===== src/rtl/sram_ctrl_pkg.sv =====
package sram_ctrl_pkg;
  typedef enum logic [2:0] {
    S_IDLE,
    S_RD,
    S_TURN,
    S_WSU,
    S_WPW,
    S_WHD,
    S_GAP
  } seq_st_t;

  function automatic int max_of(input int a, input int b);
    return (a > b) ? a : b;
  endfunction
endpackage


===== src/rtl/sram_cycle_timer.sv =====
module sram_cycle_timer #(
  parameter int CNT_W = 4
) (
  input  logic             clk,
  input  logic             rst,
  input  logic             clr,
  output logic [CNT_W-1:0] cnt
);
  always_ff @(posedge clk) begin
    if (rst || clr) cnt <= '0;
    else            cnt <= cnt + 1'b1;
  end
endmodule


===== src/rtl/sram_rd_capture.sv =====
module sram_rd_capture #(
  parameter int DATA_W = 16,
  localparam int BE_W = DATA_W / 8
) (
  input  logic              clk,
  input  logic              rst,
  input  logic              cap_en,
  input  logic [BE_W-1:0]   lane_sel,
  input  logic [DATA_W-1:0] dq_i,
  output logic [DATA_W-1:0] rd_data,
  output logic              rd_valid
);
  logic [DATA_W-1:0] lane_mask;

  for (genvar g = 0; g < BE_W; g++) begin : g_lane
    assign lane_mask[g*8 +: 8] = {8{lane_sel[g]}};
  end

  always_ff @(posedge clk) begin
    if (rst) begin
      rd_data  <= '0;
      rd_valid <= 1'b0;
    end else begin
      rd_valid <= cap_en;
      if (cap_en) rd_data <= dq_i & lane_mask;
    end
  end
endmodule


===== src/rtl/sram_seq_fsm.sv =====
module sram_seq_fsm
  import sram_ctrl_pkg::*;
#(
  parameter int T_RD   = 3,
  parameter int T_WP   = 3,
  parameter int T_DS   = 2,
  parameter int T_DH   = 1,
  parameter int T_TURN = 2,
  parameter int T_GAP  = 1,
  parameter int CNT_W  = 4,
  parameter int BE_W   = 2
) (
  input  logic             clk,
  input  logic             rst,
  input  logic             req_valid,
  input  logic             req_we,
  input  logic [BE_W-1:0]  req_be,
  input  logic [CNT_W-1:0] cnt,
  output logic             cnt_clr,
  output logic             accept,
  output logic             cap_en,
  output logic [BE_W-1:0]  be_q,
  output logic             req_ready,
  output logic             ce_n,
  output logic             we_n,
  output logic             oe_n,
  output logic             ub_n,
  output logic             lb_n,
  output logic             dq_oe
);
  seq_st_t st, st_nx;
  logic    last;

  always_comb begin
    unique case (st)
      S_RD:    last = (cnt == CNT_W'(T_RD - 1));
      S_TURN:  last = (cnt == CNT_W'(T_TURN - 1));
      S_WSU:   last = (cnt == CNT_W'(T_DS - 1));
      S_WPW:   last = (cnt == CNT_W'(T_WP - 1));
      S_WHD:   last = (cnt == CNT_W'(T_DH - 1));
      S_GAP:   last = (cnt == CNT_W'(T_GAP - 1));
      default: last = 1'b0;
    endcase
  end

  assign accept = (st == S_IDLE) && req_ready && req_valid;
  assign cap_en = (st == S_RD) && last;

  always_comb begin
    st_nx = st;
    unique case (st)
      S_IDLE:  if (accept) st_nx = req_we ? S_WSU : S_RD;
      S_RD:    if (last) st_nx = S_TURN;
      S_TURN:  if (last) st_nx = S_IDLE;
      S_WSU:   if (last) st_nx = S_WPW;
      S_WPW:   if (last) st_nx = S_WHD;
      S_WHD:   if (last) st_nx = S_GAP;
      S_GAP:   if (last) st_nx = S_IDLE;
      default: st_nx = S_IDLE;
    endcase
  end

  assign cnt_clr = (st_nx != st);

  logic [BE_W-1:0] be_nx;
  assign be_nx = accept ? req_be : be_q;

  // strobes are registered from the next state so they line up with st
  always_ff @(posedge clk) begin
    if (rst) begin
      st        <= S_IDLE;
      be_q      <= '0;
      req_ready <= 1'b0;
      ce_n      <= 1'b1;
      we_n      <= 1'b1;
      oe_n      <= 1'b1;
      ub_n      <= 1'b1;
      lb_n      <= 1'b1;
      dq_oe     <= 1'b0;
    end else begin
      st        <= st_nx;
      be_q      <= be_nx;
      req_ready <= (st_nx == S_IDLE);
      ce_n      <= !(st_nx inside {S_RD, S_WSU, S_WPW, S_WHD});
      we_n      <= (st_nx != S_WPW);
      oe_n      <= (st_nx != S_RD);
      dq_oe     <= (st_nx inside {S_WSU, S_WPW, S_WHD});
      ub_n      <= !((st_nx inside {S_RD, S_WSU, S_WPW, S_WHD}) && be_nx[1]);
      lb_n      <= !((st_nx inside {S_RD, S_WSU, S_WPW, S_WHD}) && be_nx[0]);
    end
  end
endmodule


===== src/rtl/sram_async_ctrl.sv =====
module sram_async_ctrl
  import sram_ctrl_pkg::*;
#(
  parameter int ADDR_W = 18,
  parameter int DATA_W = 16,
  parameter int T_RD   = 3,
  parameter int T_WP   = 3,
  parameter int T_DS   = 2,
  parameter int T_DH   = 1,
  parameter int T_TURN = 2,
  parameter int T_GAP  = 1
) (
  input  logic              clk,
  input  logic              rst,
  input  logic              req_valid,
  output logic              req_ready,
  input  logic              req_we,
  input  logic [ADDR_W-1:0] req_addr,
  input  logic [1:0]        req_be,
  input  logic [DATA_W-1:0] req_wdata,
  output logic [DATA_W-1:0] rd_data,
  output logic              rd_valid,
  output logic [ADDR_W-1:0] sram_addr,
  output logic              sram_ce_n,
  output logic              sram_we_n,
  output logic              sram_oe_n,
  output logic              sram_ub_n,
  output logic              sram_lb_n,
  output logic [DATA_W-1:0] sram_dq_o,
  output logic              sram_dq_oe,
  input  logic [DATA_W-1:0] sram_dq_i
);
  localparam int T_MAX = max_of(max_of(max_of(T_RD, T_WP), max_of(T_DS, T_DH)),
                                max_of(T_TURN, T_GAP));
  localparam int CNT_W = $clog2(T_MAX + 1) + 1;
  localparam int BE_W  = DATA_W / 8;

  logic [CNT_W-1:0] cnt;
  logic             cnt_clr, accept, cap_en;
  logic [BE_W-1:0]  be_q;

  sram_cycle_timer #(.CNT_W(CNT_W)) u_timer (
    .clk(clk), .rst(rst), .clr(cnt_clr), .cnt(cnt)
  );

  sram_seq_fsm #(
    .T_RD(T_RD), .T_WP(T_WP), .T_DS(T_DS), .T_DH(T_DH),
    .T_TURN(T_TURN), .T_GAP(T_GAP), .CNT_W(CNT_W), .BE_W(BE_W)
  ) u_fsm (
    .clk(clk), .rst(rst), .req_valid(req_valid), .req_we(req_we),
    .req_be(req_be), .cnt(cnt), .cnt_clr(cnt_clr), .accept(accept),
    .cap_en(cap_en), .be_q(be_q), .req_ready(req_ready),
    .ce_n(sram_ce_n), .we_n(sram_we_n), .oe_n(sram_oe_n),
    .ub_n(sram_ub_n), .lb_n(sram_lb_n), .dq_oe(sram_dq_oe)
  );

  sram_rd_capture #(.DATA_W(DATA_W)) u_cap (
    .clk(clk), .rst(rst), .cap_en(cap_en), .lane_sel(be_q),
    .dq_i(sram_dq_i), .rd_data(rd_data), .rd_valid(rd_valid)
  );

  // address and write data are latched once per access and held
  always_ff @(posedge clk) begin
    if (rst) begin
      sram_addr <= '0;
      sram_dq_o <= '0;
    end else if (accept) begin
      sram_addr <= req_addr;
      sram_dq_o <= req_wdata;
    end
  end
endmodule


===== config.mk =====
export PLATFORM = sky130hd
export DESIGN_NAME = sram_async_ctrl
export DESIGN_NICKNAME = d
export VERILOG_FILES = /design/src/rtl/sram_ctrl_pkg.sv /design/src/rtl/sram_cycle_timer.sv /design/src/rtl/sram_rd_capture.sv /design/src/rtl/sram_seq_fsm.sv /design/src/rtl/sram_async_ctrl.sv
export SDC_FILE = /design/constraint.sdc
export NUM_CORES = 1
export LEC_CHECK = 0
export ABC_AREA = 1
export BUFFER_PORTS_ARGS = -buffer_cell sky130_fd_sc_hd__buf_2
export CORE_AREA = 2 2 83 85
export DETAILED_ROUTE_END_ITERATION = 8
export DIE_AREA = 0 0 85 87
export HOLD_SLACK_MARGIN = 0.1
export PLACE_DENSITY = 0.75
export SLEW_MARGIN = 0
export SYNTH_ARGS = -nofsm -noshare
export SYNTH_HDL_FRONTEND = slang
export SYNTH_HIERARCHICAL = 1
export SYNTH_SLANG_ARGS = --single-unit

===== constraint.sdc =====
create_clock -name clk -period 3.8 [get_ports clk]
set_input_delay 0.38 -clock clk [delete_from_list [all_inputs] [get_ports clk]]
set_output_delay 0.38 -clock clk [all_outputs]
set_load 0.01 [all_outputs]

Word level (Yosys, flattened, before mapping). Index checks and enable logic that the tools add are counted.

Reduce and logical (&&, ||, !) cells: 18. Multiplexer cells: 10. Equal/unequal tests: 15. Add/subtract/negate cells: 1. Bitwise gates (word level): 1.

Operator list (count): two-way mux 3 bit (6); case mux 3 bit (6 select lines) (1); bitwise AND 16 bit (1); == test 3 bit (second input constant) (5); == test 3 x 2 -> 1 bit (second input constant) (4); == test 3 x 1 -> 1 bit (second input constant) (3); logical NOT 3 bit (3); OR reduction 2 bit (4); logical AND 1 bit (5); two-way mux 2 bit (2); nonzero test 4 bit (1); adder 3 x 1 -> 3 bit (second input constant) (1); logical NOT 1 bit (3); != test 3 x 1 -> 1 bit (second input constant) (1); != test 3 bit (1); != test 3 bit (second input constant) (1); case mux 1 bit (3 select lines) (1); nonzero test 3 bit (1); logical OR 1 bit (1).

Output and inout bits: 58. Register bits: 66. Input port bits: 56.

Longest topological paths before layout. Gate-level depths: netlist of the first run.

Word-level depth: 9. Depth in mapped cells: 17.

Cells and area by module. The synthesis of the first run kept the hierarchy.

Modules (own cells, without submodules): sram_async_ctrl (cells each 216, instances 1, seq. area each 680.7 um^2, area an instance 1402.6 um^2); sram_rd_capture (cells each 74, instances 1, seq. area each 340.3 um^2, area an instance 696.9 um^2); sram_seq_fsm (cells each 87, instances 1, seq. area each 240.2 um^2, area an instance 665.6 um^2); sram_cycle_timer (cells each 13, instances 1, seq. area each 60.1 um^2, area an instance 108.9 um^2).

Worst setup path after synthesis of the first run. Ideal clock, no wire load.

Kind: flip-flop to flip-flop. Start: reg u_fsm.st[1]. End: reg u_timer.cnt[0]. Cell stages (with the launch flop): 18. Slack: 2.201 ns. Arrival: 1.535 ns. Buffers on the path: 0. Data required time: 3.736 ns. Cell sequence: dfxtp_1 nor2_2 nand2_1 nand2_1 nand2_2 nand3_4 nand2_4 nand2_1 nand2_1 inv_2 nand2_4 inv_2 nand2_1 nand2_1 nand2_1 nor2_2 inv_1 nor2_1.

Word-level cells in the longest chain between the ends: 7.

Ends and longest elaborated chain: start, declared (RTL line sram_seq_fsm.sv:31) `seq_st_t st, st_nx;`; start signal, assigned (RTL line sram_seq_fsm.sv:81) `st <= st_nx;`; == test 3 bit, or another cell as far along (RTL line sram_seq_fsm.sv:35, sram_seq_fsm.sv:51); OR reduction 2 bit (no source line) or logical AND 1 bit (tied branches); case mux 1 bit (3 select lines) or logical AND 1 bit (tied branches) (RTL line sram_seq_fsm.sv:35, sram_seq_fsm.sv:46); two-way mux 3 bit, or another cell as far along (RTL line sram_seq_fsm.sv:54, sram_seq_fsm.sv:58); case mux 3 bit (6 select lines) (RTL line sram_seq_fsm.sv:51) `unique case (st)`; != test 3 bit * (RTL line sram_seq_fsm.sv:63) `assign cnt_clr = (st_nx != st);`; via cnt_clr (RTL line sram_async_ctrl.sv:39) `logic cnt_clr, accept, cap_en;`; logical OR 1 bit * (RTL line sram_cycle_timer.sv:10) `if (rst || clr) cnt <= '0;`; end signal, assigned (RTL line sram_cycle_timer.sv:11) `else cnt <= cnt + 1'b1;`; end, declared (RTL line sram_cycle_timer.sv:7) `output logic [CNT_W-1:0] cnt`.

The timed path passes the listed nets; every way through them passes the cells marked *. A chain may end at the register's enable or synchronous reset.

Final worst setup path of the first run.
Start: reg u_fsm.st[1]. End: reg u_fsm.lb_n.

Word-level cells in the longest chain between the ends: 9.

Ends and longest elaborated chain: logical NOT 3 bit * (RTL line sram_seq_fsm.sv:46) `assign accept = (st == S_IDLE) && req_ready && req_valid;`; logical AND 1 bit * (2 in a row) (RTL line sram_seq_fsm.sv:46); via accept (RTL line sram_async_ctrl.sv:39); two-way mux 3 bit (RTL line sram_seq_fsm.sv:52) `S_IDLE: if (accept) st_nx = req_we ? S_WSU : S_RD;`; case mux 3 bit (6 select lines) (RTL line sram_seq_fsm.sv:51); == test 3 x 1 -> 1 bit, or another cell as far along (RTL line sram_seq_fsm.sv:89) `lb_n <= !((st_nx inside {S_RD, S_WSU, S_WPW, S_WHD}) && be_nx[0]);`; nonzero test 4 bit (RTL line sram_seq_fsm.sv:89); logical AND 1 bit * (RTL line sram_seq_fsm.sv:89); logical NOT 1 bit * (RTL line sram_seq_fsm.sv:89); end signal, assigned (RTL line sram_seq_fsm.sv:89); end, declared (RTL line sram_seq_fsm.sv:28) `output logic lb_n,`.

Marks and branches as above.

==> results of run 1 <==
## synth_stat cells, types with 2 or more instances
cell     instances  share of area, %
a21oi_1         13               2.3
buf_6            6               2.4
nor3_1           2              0.35
nor2_1          79                10
nand2_4          3               1.2
nand2_2         13               2.8
nand3_2          4               1.4
nand3_1         23               4.0
inv_2            5              0.65
nor2_2           5               1.1
a21oi_2          9               2.7
buf_2            9               1.6
inv_1           44               5.7
dfxtp_1         66                46
nand2_1         96                13
## worst max-delay path, delay by kind of cell, from the launching register on
kind                   cells  cell delay [ns]
buffers and inverters      1             0.82
AND/OR/NAND/NOR            4             0.59
flip-flops                 1             0.38
AO/OA/AOI/OAI              1             0.22
## through the flow
step / hold WS, ns / utilization (%) / instances
2_1_floorplan: 0.4505 / - / 390
3_3_place_gp: 0.4529 / 51.79 / 566
3_5_place_dp: 0.4606 / 51.79 / 566
4_1_cts: 0.2883 / 55.41 / 582
5_1_grt: 0.2844 / 55.41 / 582
6_report: 0.3108 / 55.41 / 582
## sequential cells by signal (all words and copies together), names as in the netlist, 2 cells and up
| register | count |
|---|---|
| u_fsm/st | 3 |
| u_fsm/be_q | 2 |
| u_timer/cnt | 3 |
| u_cap/rd_data | 16 |
| sram_addr | 18 |
| sram_dq_o | 16 |
## per-layer routing
| metal | up-vias | GRT usage (%) | wire length, um |
|---|---|---|---|
| li1 | 1386 | - | - |
| met1 | 1119 | 19.21 | 2769 |
| met2 | 68 | 30.11 | 3072 |
| met3 | 14 | 5.687 | 341 |
| met4 | 0 | 8.081 | 123 |
| met5 | - | 0 | 0 |
## layout make-up
type,count,area [um^2],share of cell area (%)
multi-input cells,255,1209,33.21
flip-flops and latches,66,1321,36.30
well taps,80,100.1,2.750
clock buffers,12,165.2,4.538
clock inverters,4,72.57,1.994
inverters,51,198.9,5.466
repair buffers,114,573.1,15.74
## power by group
| group | switching [mW] | leakage [nW] | total (mW) | internal (mW) |
|---|---|---|---|---|
| registers | 0.0401 | 0.538 | 0.795 | 0.755 |
| logic | 0.206 | 1.24 | 0.340 | 0.135 |
| clock network | 0.257 | 0.119 | 0.679 | 0.422 |
## worst min path at each step
| stage | slack (ns) | startpoint | to | cells past startpoint |
|---|---|---|---|---|
| global route | 0.28 | sram_dq_i[6] | u_cap/rd_data[6]$_SDFFE_PP0P_ | 3 |
| finish | 0.31 | sram_dq_i[7] | u_cap/rd_data[7]$_SDFFE_PP0P_ | 3 |
| detailed placement | 0.46 | sram_addr[10]$_SDFFE_PP0P_ | sram_addr[10]$_SDFFE_PP0P_ | 2 |
| floorplan | 0.45 | u_timer/cnt[0]$_SDFF_PP0_ | u_timer/cnt[0]$_SDFF_PP0_ | 1 |
| CTS | 0.29 | sram_dq_i[6] | u_cap/rd_data[6]$_SDFFE_PP0P_ | 3 |
| global placement | 0.45 | u_cap/rd_data[1]$_SDFFE_PP0P_ | u_cap/rd_data[1]$_SDFFE_PP0P_ | 2 |
## kinds of logic (layout without fill, tap and decap cells)
family | Yosys count | in the layout
adder cells (fa/ha/maj) | 1 | 1
buffers and inverters | 69 | 181
AO/OA/AOI/OAI | 25 | 25
AND/OR/NAND/NOR | 229 | 229
flip-flops | 66 | 66
==> results.yml, run 1 <==
pwr:
  cellLeakagePower_nw: 1.896
  fin_total_pwr_mw: 1.814
  powerDensity_nw_per_um2: 498.3
  peakVddDrop_mv: 0.2523
floorplanning:
  coreArea_um2: 6569
  die_area_um2: 7395
  die_h_um: 87
  start_util_pct: 43.75
  die_w_um: 85
  num_rows: 30
  boundaryPins: 114
sta:
  hold_viol_final: 0
  slew_viol_final: 0
  worst-slew-pin-transition_ns: 1.030
  fmax_ghz: 0.4703
  period_share_pct: 55.96
  rsz0062_at_grt: "false"
  fin_ws_ns: 1.674
  setup_viol: 0
  worst_clock_skew_ns: 0.006511
  post-route-min-period_ns: 2.126
  max_slew_margin_pct: 31.22
  final.setup.tns_ns: 0
synthesis:
  synth-compound-area-share_pct: 6.008
  yosys_warnings: 6
  synth_top_family_by_area: "simple AND/OR/NAND/NOR gates"
  yosysUniqueCellTypes: 28
  syn-instance-count: 390
  async_flop_share_pct: 0
  syn-cell-area_um2: 2874
  syn-num-nets: 447
  ys.flop_type: "dfxtp_1"
  synth_edf_count: 0
  yosys.area_share.xor_xnor_pct: 0
  synth-seq-area-share_pct: 45.97
  post_synth_fa_ha_maj_area_fraction_pct: 0.4354
  ys_ff_latch: 66
  synthMuxAreaShare_pct: 0
  avgSynthCellArea_um2: 7.369
  yosys.area_share.simple_pct: 35.61
worst_setup_path:
  rr_endpoint: "u_fsm/lb_n$_SDFF_PP1_"
  critPathSlowestCell: "inv_2"
  setup.worst_path.end: "u_fsm/lb_n$_SDFF_PP1_"
  r2r_start: "u_fsm/st[1]$_SDFF_PP0_"
  critPathKind: "reg2reg"
  cp-end-kind: "register"
  slowest_delay_ns: 0.82
  startpoint: "u_fsm/st[1]$_SDFF_PP0_"
  arrival_ns: 2.34
  r2r_setup_slack_ns: 1.67
  worst_r2r_path_depth: 6
  worst_ep_required_time_ns: 4.01
  cp_max_fo: 70
  crit_path_cell_trace: "nor2_2, nand4_1, inv_2, nand2_1, a21oi_1, nand3_1"
  worstSetupStartpointType: "register"
min_path:
  worst_hold_path_type: "in2reg"
final_layout:
  fin_nets: 554
  syn_to_final_growth_pct: 26.64
  final_common_cell: "buf_2"
  diodes: 0
  layout_common_cells: "buf_2 (113), nand2_1 (96), nor2_1 (79)"
  drive_gt1_share_pct: 34.86
  design_area_um2: 3640
  num-fill-cells: 601
placed_design:
  placed_area_um2: 3402
  gp_congestion: 0.8573
  portBuffers: 113
  place_ws_ns: 1.562
  hpwl_um: 4487
route:
  ant_nets: 0
  wire_per_inst_um: 10.84
  vias_per_cell: 4.445
  totalWireLength_um: 6307
  drtPass1Iterations: 4
  drt_drc_violations_left: 0
  num_vias: 2587
  drtIter0Drc: 109
clock_tree:
  cts.path.max_buffers: 2
  cts_sinks: 66
  cts-htree-levels: 3
  hold_buffers: 0
  clk_latency_ns: 0.33
  post_cts.repair.setup_buffers: 0
  cts_buffers: 9
  path_clk_slew_ns: 0.07
  cts_root_buf: "clkbuf_8"
  cts_resized: 0
  cts_tree: "built"
flow_run:
  maxCapViolCount: 0
global_route:
  grt_overflow_total: 0
  grt_pass1_wl_um: 10210
  grtUsageTotal_pct: 17.33
  grt_pass1_vias: 2383
  grt_max_degree: 71
  antenna_found_initial: 0
run_status:
  outcome: "finished, final reports clean"
Power figures use the tool's default switching activity.
==> inputs of run 2 (changes only) <==
Clock period 3.8 ns to 2.15 ns, I/O delays scaled along.
==> results.yml, run 2 (same netlist as run 1, synthesis figures left out) <==
run_status:
  outcome: "finished, final reports clean"
pwr:
  sequentialPowerShare_pct: 48.2
  powerDensity_nw_per_um2: 810.4
  fin_total_pwr_mw: 2.918
  combPwrFrac_pct: 21.0
  p_clk_share_pct: 30.8
  cellLeakagePower_nw: 1.875
  p_int_mw: 2.024
  p_switching_uw: 894.4
  switching_share_pct: 30.65
  peakVddDrop_mv: 0.4498
placed_design:
  hpwl_um: 4785
  portBuffers: 113
  gp_congestion: 0.8788
  placed_area_um2: 3430
clock_tree:
  cts_sinks: 66
  cts_tree: "built"
  cts_buffers: 9
  cts.path.max_buffers: 2
  cts_resized: 0
  post_cts.repair.setup_buffers: 0
  hold_buffers: 0
  cts_root_buf: "clkbuf_8"
  path_clk_slew_ns: 0.07
  clk_latency_ns: 0.34
  cts-htree-levels: 3
worst_setup_path:
  slowest_delay_ns: 0.48
  critPathKind: "reg2reg"
  worst_ep_required_time_ns: 2.43
  crit_path_cell_trace: "nor2_2, nand2_1, nand2_1, nand2_2, nand3_4, nand3_1, nand2_1, inv_2, nand2_4, inv_2, nand2_1, nand2_1, nand2_1, nor2_2, inv_1, nor2_1"
  worstSetupStartpointType: "register"
  arrival_ns: 2.08
  crit_buf_inv: 3
  r2r_setup_slack_ns: 0.35
  critPathSlowestCell: "dfxtp_1"
  cp_top_family: "simple AND/OR/NAND/NOR gates"
  cp_max_fo: 7
  cp-end-kind: "register"
  path_common_cell: "nand2_1"
global_route:
  grtUsageTotal_pct: 17.68
  grt_max_degree: 53
  grt_pass1_wl_um: 10240
  grt_pass1_vias: 2310
  grt_overflow_total: 0
  antenna_found_initial: 0
final_layout:
  largest_register: "sram_addr"
  design_area_um2: 3601
  layout_common_cells: "buf_2 (113), nand2_1 (96), nor2_1 (79)"
  syn_to_final_growth_pct: 25.29
  reg_top3: "sram_addr: 18 flops, sram_dq_o: 16 flops, u_cap/rd_data: 16 flops"
  fin_nets: 556
  drive_gt1_share_pct: 34.92
  final_util_pct: 54.82
  final_common_cell: "buf_2"
  largest_register_ff_count: 18
  diodes: 0
floorplanning:
  die_h_um: 87
  start_util_pct: 43.75
  die_area_um2: 7395
  num_rows: 30
  coreArea_um2: 6569
  die_w_um: 85
  boundaryPins: 114
route:
  ant_nets: 0
  totalWireLength_um: 6503
  wire_per_inst_um: 11.14
  drt_drc_violations_left: 0
  vias_per_cell: 4.466
  num_vias: 2608
  drtIter0Drc: 123
  drtPass1Iterations: 4
sta:
  slew_viol_final: 0
  final.setup.tns_ns: 0
  setup_viol: 0
  worst-slew-pin-transition_ns: 0.9562
  whs_ns: 0.1339
  period_share_pct: 83.81
  worst_clock_skew_ns: 0.009988
  hold_viol_final: 0
  rsz0062_at_grt: "false"
  max_slew_margin_pct: 35.86
  post-route-min-period_ns: 1.802
  fmax_ghz: 0.5549
flow_run:
  maxCapViolCount: 0
min_path:
  worst_hold_path_type: "in2reg"
-- run 2: changes by cell type in the layout (fill, tap and decap cells not counted), sizes merged --
cell and change:
bufinv -2, clkinv +2, buf +2, clkinvlp +1
clkbuf -1
-- run 2: worst reg2reg max path: stages, from the launching register on --
cell	delay (ns)
dfxtp_1	0.48
nor2_2	0.09
nand2_1	0.11
nand2_1	0.08
nand2_2	0.09
nand3_4	0.12
nand3_1	0.11
nand2_1	0.07
inv_2	0.06
nand2_4	0.07
inv_2	0.06
nand2_1	0.04
nand2_1	0.05
nand2_1	0.06
nor2_2	0.11
inv_1	0.06
nor2_1	0.08
-- run 2: worst paths after layout --
| check | from | to | cells after the start |
|---|---|---|---|
| max | u_fsm/st[0]$_SDFF_PP0_ | u_timer/cnt[1]$_SDFF_PP0_ | 16 |
| min reg2reg | u_cap/rd_data[3]$_SDFFE_PP0P_ | u_cap/rd_data[3]$_SDFFE_PP0P_ | 2 |
| max reg2reg | u_fsm/st[0]$_SDFF_PP0_ | u_timer/cnt[1]$_SDFF_PP0_ | 16 |
| min | sram_dq_i[6] | u_cap/rd_data[6]$_SDFFE_PP0P_ | 3 |
-- run 2: per-layer routing --
metal | wire [um] | global-route usage, % | part of all wire, % | vias to the layer above
met5 | 0 | 0 | 0 | -
met4 | 152 | 10.10 | 2.3 | 0
met3 | 369 | 5.498 | 5.7 | 13
met2 | 3219 | 29.55 | 50 | 77
met1 | 2761 | 19.99 | 42 | 1127
li1 | - | - | - | 1391
-- run 2: area by class of cell --
cell class / instances / area (um^2)
clock buffer: 11 / 141.4
fill: 646 / 2968
tap: 80 / 100.1
sequential: 66 / 1321
clock inverter: 5 / 30.03
multi-input combinational: 255 / 1209
timing repair buffer: 116 / 600.6
inverter: 51 / 198.9
-- run 2: stage by stage --
step                      setup WS, ns  instances
after detailed placement        0.3690        568
after floorplan                 0.5512        390
final                           0.3480        584
after global placement          0.4627        568
after global routing            0.1398        584
after CTS                       0.3505        584
-- run 2: power by group through the flow --
stage / logic [mW] / clock network (mW) / registers (mW)
floorplan: 0.389 / 0 / 1.47
global placement: 0.601 / 0 / 1.43
detailed placement: 0.617 / 0 / 1.43
CTS: 0.619 / 0.931 / 1.41
global route: 0.694 / 0.979 / 1.42
finish: 0.612 / 0.899 / 1.41
